File: src/rtl/i2c_slv_pkg.sv
package i2c_slv_pkg;
   localparam int BYTE_W = 8;
   localparam logic [4:0] DEV_PREFIX = 5'b00100;

   typedef enum logic [2:0] {
      PH_IDLE,
      PH_RX,
      PH_RX_ACK,
      PH_TX,
      PH_TX_ACK
   } phase_e;

   typedef enum logic [1:0] {
      BK_DEV,
      BK_PTR,
      BK_DATA
   } bkind_e;
endpackage

File: src/rtl/i2c_slv_sync.sv
module i2c_slv_sync #(
   parameter int STAGES = 2
) (
   input  logic clk,
   input  logic rst_n,
   input  logic scl_i,
   input  logic sda_i,
   output logic scl_s,
   output logic sda_s,
   output logic scl_rise,
   output logic scl_fall,
   output logic start_det,
   output logic stop_det
);
   generate
      if (STAGES < 2) begin : g_bad_stages
         $error("i2c_slv_sync: STAGES must be at least 2");
      end
   endgenerate

   logic [STAGES-1:0] scl_pipe;
   logic [STAGES-1:0] sda_pipe;
   logic              scl_q;
   logic              sda_q;

   always_ff @(posedge clk or negedge rst_n) begin
      if (!rst_n) begin
         scl_pipe <= '1;
         sda_pipe <= '1;
         scl_q    <= 1'b1;
         sda_q    <= 1'b1;
      end else begin
         scl_pipe <= {scl_pipe[STAGES-2:0], scl_i};
         sda_pipe <= {sda_pipe[STAGES-2:0], sda_i};
         scl_q    <= scl_pipe[STAGES-1];
         sda_q    <= sda_pipe[STAGES-1];
      end
   end

   assign scl_s     = scl_pipe[STAGES-1];
   assign sda_s     = sda_pipe[STAGES-1];
   assign scl_rise  = scl_s & ~scl_q;
   assign scl_fall  = ~scl_s & scl_q;
   assign start_det = scl_s & scl_q & sda_q & ~sda_s;
   assign stop_det  = scl_s & scl_q & ~sda_q & sda_s;
endmodule

File: src/rtl/i2c_slv_engine.sv
module i2c_slv_engine
   import i2c_slv_pkg::*;
#(
   parameter int RA_W = 4
) (
   input  logic              clk,
   input  logic              rst_n,
   input  logic              scl_rise,
   input  logic              scl_fall,
   input  logic              sda_s,
   input  logic              start_det,
   input  logic              stop_det,
   input  logic              cfg_a1,
   input  logic              cfg_a0,
   input  logic [BYTE_W-1:0] rd_data,
   output logic              sda_oe,
   output logic [RA_W-1:0]   ptr,
   output logic [BYTE_W-1:0] wr_data,
   output logic              wr_en
);
   phase_e            phase;
   bkind_e            kind;
   logic [3:0]        bcnt;
   logic [BYTE_W-1:0] shreg;
   logic [BYTE_W-1:0] txsh;
   logic              rw;
   logic              mack;
   logic [6:0]        my_dev;

   assign my_dev = {DEV_PREFIX, cfg_a1, cfg_a0};

   always_ff @(posedge clk or negedge rst_n) begin
      if (!rst_n) begin
         phase   <= PH_IDLE;
         kind    <= BK_DEV;
         bcnt    <= '0;
         shreg   <= '0;
         txsh    <= '0;
         rw      <= 1'b0;
         mack    <= 1'b0;
         ptr     <= '0;
         wr_data <= '0;
         wr_en   <= 1'b0;
         sda_oe  <= 1'b0;
      end else begin
         wr_en <= 1'b0;
         if (wr_en) begin
            ptr <= ptr + 1'b1;
         end
         if (start_det) begin
            phase  <= PH_RX;
            kind   <= BK_DEV;
            bcnt   <= '0;
            sda_oe <= 1'b0;
         end else if (stop_det) begin
            phase  <= PH_IDLE;
            sda_oe <= 1'b0;
         end else begin
            case (phase)
               PH_RX: begin
                  if (scl_rise) begin
                     shreg <= {shreg[BYTE_W-2:0], sda_s};
                     bcnt  <= bcnt + 1'b1;
                  end else if (scl_fall && bcnt == 4'd8) begin
                     case (kind)
                        BK_DEV: begin
                           if (shreg[7:1] == my_dev) begin
                              rw     <= shreg[0];
                              sda_oe <= 1'b1;
                              phase  <= PH_RX_ACK;
                           end else begin
                              phase <= PH_IDLE;
                           end
                        end
                        BK_PTR: begin
                           ptr    <= shreg[RA_W-1:0];
                           sda_oe <= 1'b1;
                           phase  <= PH_RX_ACK;
                        end
                        default: begin
                           wr_en   <= 1'b1;
                           wr_data <= shreg;
                           sda_oe  <= 1'b1;
                           phase   <= PH_RX_ACK;
                        end
                     endcase
                  end
               end
               PH_RX_ACK: begin
                  if (scl_rise) begin
                     bcnt <= bcnt + 1'b1;
                  end else if (scl_fall && bcnt == 4'd9) begin
                     bcnt <= '0;
                     if (kind == BK_DEV && rw) begin
                        txsh   <= rd_data;
                        sda_oe <= ~rd_data[BYTE_W-1];
                        ptr    <= ptr + 1'b1;
                        phase  <= PH_TX;
                     end else begin
                        sda_oe <= 1'b0;
                        phase  <= PH_RX;
                        kind   <= (kind == BK_DEV) ? BK_PTR : BK_DATA;
                     end
                  end
               end
               PH_TX: begin
                  if (scl_rise) begin
                     bcnt <= bcnt + 1'b1;
                  end else if (scl_fall) begin
                     if (bcnt == 4'd8) begin
                        sda_oe <= 1'b0;
                        phase  <= PH_TX_ACK;
                     end else begin
                        txsh   <= {txsh[BYTE_W-2:0], 1'b0};
                        sda_oe <= ~txsh[BYTE_W-2];
                     end
                  end
               end
               PH_TX_ACK: begin
                  if (scl_rise) begin
                     bcnt <= bcnt + 1'b1;
                     mack <= ~sda_s;
                  end else if (scl_fall && bcnt == 4'd9) begin
                     bcnt <= '0;
                     if (mack) begin
                        txsh   <= rd_data;
                        sda_oe <= ~rd_data[BYTE_W-1];
                        ptr    <= ptr + 1'b1;
                        phase  <= PH_TX;
                     end else begin
                        phase <= PH_IDLE;
                     end
                  end
               end
               default: begin
                  phase <= PH_IDLE;
               end
            endcase
         end
      end
   end
endmodule

File: src/rtl/i2c_reg_slave.sv
module i2c_reg_slave
   import i2c_slv_pkg::*;
#(
   parameter int NUM_REGS    = 16,
   parameter int SYNC_STAGES = 2,
   localparam int RA_W       = $clog2(NUM_REGS)
) (
   input  logic              clk,
   input  logic              rst_n,
   input  logic              scl_i,
   input  logic              sda_i,
   output logic              sda_oe,
   input  logic              cfg_a1,
   input  logic              cfg_a0,
   output logic [RA_W-1:0]   reg_addr,
   output logic [BYTE_W-1:0] reg_wdata,
   output logic              reg_we,
   input  logic [BYTE_W-1:0] reg_rdata
);
   generate
      if (NUM_REGS < 2 || NUM_REGS > 256 || (NUM_REGS & (NUM_REGS - 1)) != 0) begin : g_bad_regs
         $error("i2c_reg_slave: NUM_REGS must be a power of two from 2 to 256");
      end
   endgenerate

   logic scl_s;
   logic sda_s;
   logic scl_rise;
   logic scl_fall;
   logic start_det;
   logic stop_det;

   i2c_slv_sync #(
      .STAGES (SYNC_STAGES)
   ) i_sync (
      .clk       (clk),
      .rst_n     (rst_n),
      .scl_i     (scl_i),
      .sda_i     (sda_i),
      .scl_s     (scl_s),
      .sda_s     (sda_s),
      .scl_rise  (scl_rise),
      .scl_fall  (scl_fall),
      .start_det (start_det),
      .stop_det  (stop_det)
   );

   i2c_slv_engine #(
      .RA_W (RA_W)
   ) i_engine (
      .clk       (clk),
      .rst_n     (rst_n),
      .scl_rise  (scl_rise),
      .scl_fall  (scl_fall),
      .sda_s     (sda_s),
      .start_det (start_det),
      .stop_det  (stop_det),
      .cfg_a1    (cfg_a1),
      .cfg_a0    (cfg_a0),
      .rd_data   (reg_rdata),
      .sda_oe    (sda_oe),
      .ptr       (reg_addr),
      .wr_data   (reg_wdata),
      .wr_en     (reg_we)
   );
endmodule

File: config.mk
export PLATFORM = sky130hd
export DESIGN_NAME = i2c_reg_slave
export DESIGN_NICKNAME = d
export VERILOG_FILES = /design/src/rtl/i2c_slv_pkg.sv /design/src/rtl/i2c_slv_sync.sv /design/src/rtl/i2c_slv_engine.sv /design/src/rtl/i2c_reg_slave.sv
export SDC_FILE = /design/constraint.sdc
export NUM_CORES = 1
export LEC_CHECK = 0
export CORE_MARGIN = 1
export CORE_UTILIZATION = 51
export DETAILED_ROUTE_END_ITERATION = 16
export MAX_ROUTING_LAYER = met4
export PLACE_DENSITY = 0.76
export SLEW_MARGIN = 20
export SYNTH_ARGS = -nofsm -noshare
export SYNTH_HDL_FRONTEND = slang
export SYNTH_SLANG_ARGS = --single-unit
export TNS_END_PERCENT = 100
File: constraint.sdc
create_clock -name clk -period 1.9 [get_ports clk]
set_input_delay 0.38 -clock clk [delete_from_list [all_inputs] [get_ports clk]]
set_output_delay 0.38 -clock clk [all_outputs]
set_load 0.005 [all_outputs]
==> flow_summary.ini <==
[setup_path]
critPathArrivalTime_ps = 2040
r2r_cells = 4
timing.rr.end = i_engine.txsh[3]
worstSetupStartpoint = i_engine.phase[0]
cp-endpoint = i_engine.txsh[3]
crit_fanout = 8
worstSetupPathType = reg -> reg
critical_path_required_ps = 2100
r2r-start = i_engine.phase[0]
startpoint_type = flip-flop
reg2reg_slack_ps = 60
endpoint_kind = flip-flop

[sta]
final.setup_skew_ps = 6.45
fmaxAchievable_mhz = 542
fin_crit_sh = 0.971
fin_hold_ws_ps = 15.8
hold_violations = 0
relSlewSlack = 0.672
fin_crit_ps = 1840
drv_slew = 0
setup_viol = 0
tightest_slew_ps = 487
setup_tns_ps = 0

[grt]
overflow = 0
grt_usage = 0.241
grt_pass1_wl_um = 9320
antenna_found_initial = 0
grt_max_degree = 29
grt_pass1_vias = 1957

[logic_synthesis]
syn-num-nets = 257
ys_seq_area_frac = 0.460
ys_types = 55
synth_area_leader_cell = dfrtp_1
syn-cell-area_mm2 = 0.00252
synthArstFlopShare = 1.00
synth_top_area_frac = 0.397
synth_edf_count = 0
synthCells = 239
yosysWarnings = 0
synth-main-ff-cell = dfrtp_1
synthTopCellsByArea = dfrtp_1 (40%), mux2_2 (12%), dfstp_2 (6.3%)
ys_ff_latch = 46
syn_area_per_cell_um2 = 10.5

[layout]
layout-drive-gt1-share = 0.347
postLayoutCoreUtil = 0.690
diodes = 0
final_common_cell = dfrtp_1
fill_cells = 386
finalNetCount = 320
syn2layout_area_growth_pct = 29.3
mostFrequentLayoutCells = dfrtp_1 (37), buf_4 (36), clkdlybuf4s50_1 (26)
design_area_mm2 = 0.00326

[placement]
gp_congestion = 0.938
placed_area_mm2 = 0.00309
hpwl_um = 4320
portBuffers = 27

[floorplanning]
core_mm2 = 0.00472
die_x_um = 72.3
dieArea_mm2 = 0.00523
placement_rows = 25
start_util = 0.534
io_pins = 28
die_h_um = 72.3

[routing]
drt-total-wl_um = 5840
final_antenna_net_count = 0
drtPass1Iterations = 4
routedWlPerCell_um = 15.8
route.vias.total = 2044
drt_iter0_drc = 102
vias_per_cell = 5.52
drc = 0

[pwr]
p_comb_frac = 0.191
p_sw_frac = 0.294
intPower_w = 0.00148
total_power_w = 0.00210
power_frac_seq = 0.519
leakage_nw = 1.54
peakVddDrop_v = 0.000519
p_sw_w = 0.000619
pwr-share-clk = 0.289
p_per_area_mw_per_mm2 = 645

[clock_tree]
hold_buffers = 0
cts_root_buf = clkbuf_8
clock_path_buffers = 2
cts_tree = done
path_clk_slew_ps = 90
htreeDepth = 2
cts_made_buffers = 5
clk_latency_ps = 300
clock-sinks = 46

[job]
max-cap-violations = 0

[worst_hold_path]
min-delay-path-class = in -> async

[run_status]
status = complete, no violations
==> repair_timing <==
action / in CTS / in global routing
buffers inserted: 0 / 3
endpoints found under the setup margin: 7 / 13
gates resized for setup: 3 / 17
pin swaps: 2 / 5
gates cloned: 0 / 0
==> registers in the layout, summed over array words and instances (netlist names) <==
| register | count |
|---|---|
| i_engine.shreg | 8 |
| i_engine.wr_data | 8 |
| i_engine.txsh | 7 |
| i_engine.bcnt | 4 |
| i_engine.ptr | 4 |
| i_engine.phase | 3 |
| i_engine.kind | 2 |
| i_sync.scl_pipe | 2 |
| i_sync.sda_pipe | 2 |
| i_engine.mack | 1 |
| i_engine.rw | 1 |
| i_engine.sda_oe | 1 |
| i_engine.wr_en | 1 |
| i_sync.scl_q | 1 |
| i_sync.sda_q | 1 |
==> worst max-delay path, stage by stage, from the launching register on <==
cell,delay (ps)
dfrtp_2,470
or4bb_1,580
o21ai_2,100
o211a_4,240
mux2_2,340
==> metal layers <==
metal | routed length (um) | GRT usage
met1 | 2710 | 0.308
met2 | 2830 | 0.399
met3 | 244 | 0.0417
met4 | 59 | 0.0632
met5 | 0 | -
==> Yosys cell counts (5+ instances only) <==
master / n
nand2b_1: 5
inv_1: 7
nor3_1: 5
a31oi_1: 5
nor2_1: 15
nand3_1: 9
a21oi_1: 7
mux2_2: 27
buf_2: 5
dfstp_2: 6
dfrtp_1: 40
nand2_1: 22
o21ai_0: 15
==> worst min-delay path by stage <==
stage,startpoint,to,slack (ps),depth (start not counted)
6_report,rst_n,i_engine.bcnt[1],20,1
5_1_grt,rst_n,i_engine.txsh[0],60,1
2_1_floorplan,rst_n,i_engine.bcnt[0],80,0
4_1_cts,rst_n,i_engine.bcnt[1],30,1
3_3_place_gp,i_sync.scl_pipe[0],i_sync.scl_pipe[1],350,0
3_5_place_dp,i_sync.scl_pipe[0],i_sync.scl_pipe[1],350,0
==> logic make-up after synthesis <==
kind of cell    share of synthesized area
flops                               0.460
mux                                 0.133
compound gates                      0.134
buf+inv                            0.0308
fa+ha+maj                          0.0199
xor+xnor                           0.0209
simple gates                        0.202
==> power by group through the flow <==
stage	clock (W)	sequential, W	combinational (W)
finish	0.000608	0.00109	0.000402
global route	0.000660	0.00110	0.000444
CTS	0.000624	0.00109	0.000378
detailed placement	0	0.00111	0.000374
global placement	0	0.00111	0.000368
floorplan	0	0.00109	0.000194
==> metrics by stage <==
stage | cells | setup slack (ps)
after floorplan | 239 | 122
after global placement | 359 | 26.8
after detailed placement | 359 | -26.3
after CTS | 367 | 7.72
after global routing | 370 | -7.97
final | 370 | 55.8
==> layout make-up <==
| type | count | area (um2) | area share |
|---|---|---|---|
| Inverter | 7 | 26.3 | 0.00806 |
| Timing Repair Buffer | 65 | 561 | 0.172 |
| Clock buffer | 5 | 68.8 | 0.0211 |
| Multi-Input combinational cell | 177 | 1340 | 0.411 |
| Clock inverter | 3 | 18.8 | 0.00576 |
| Tap cell | 67 | 83.8 | 0.0257 |
| Sequential cell | 46 | 1160 | 0.357 |
Power figures use the tool's default switching activity.
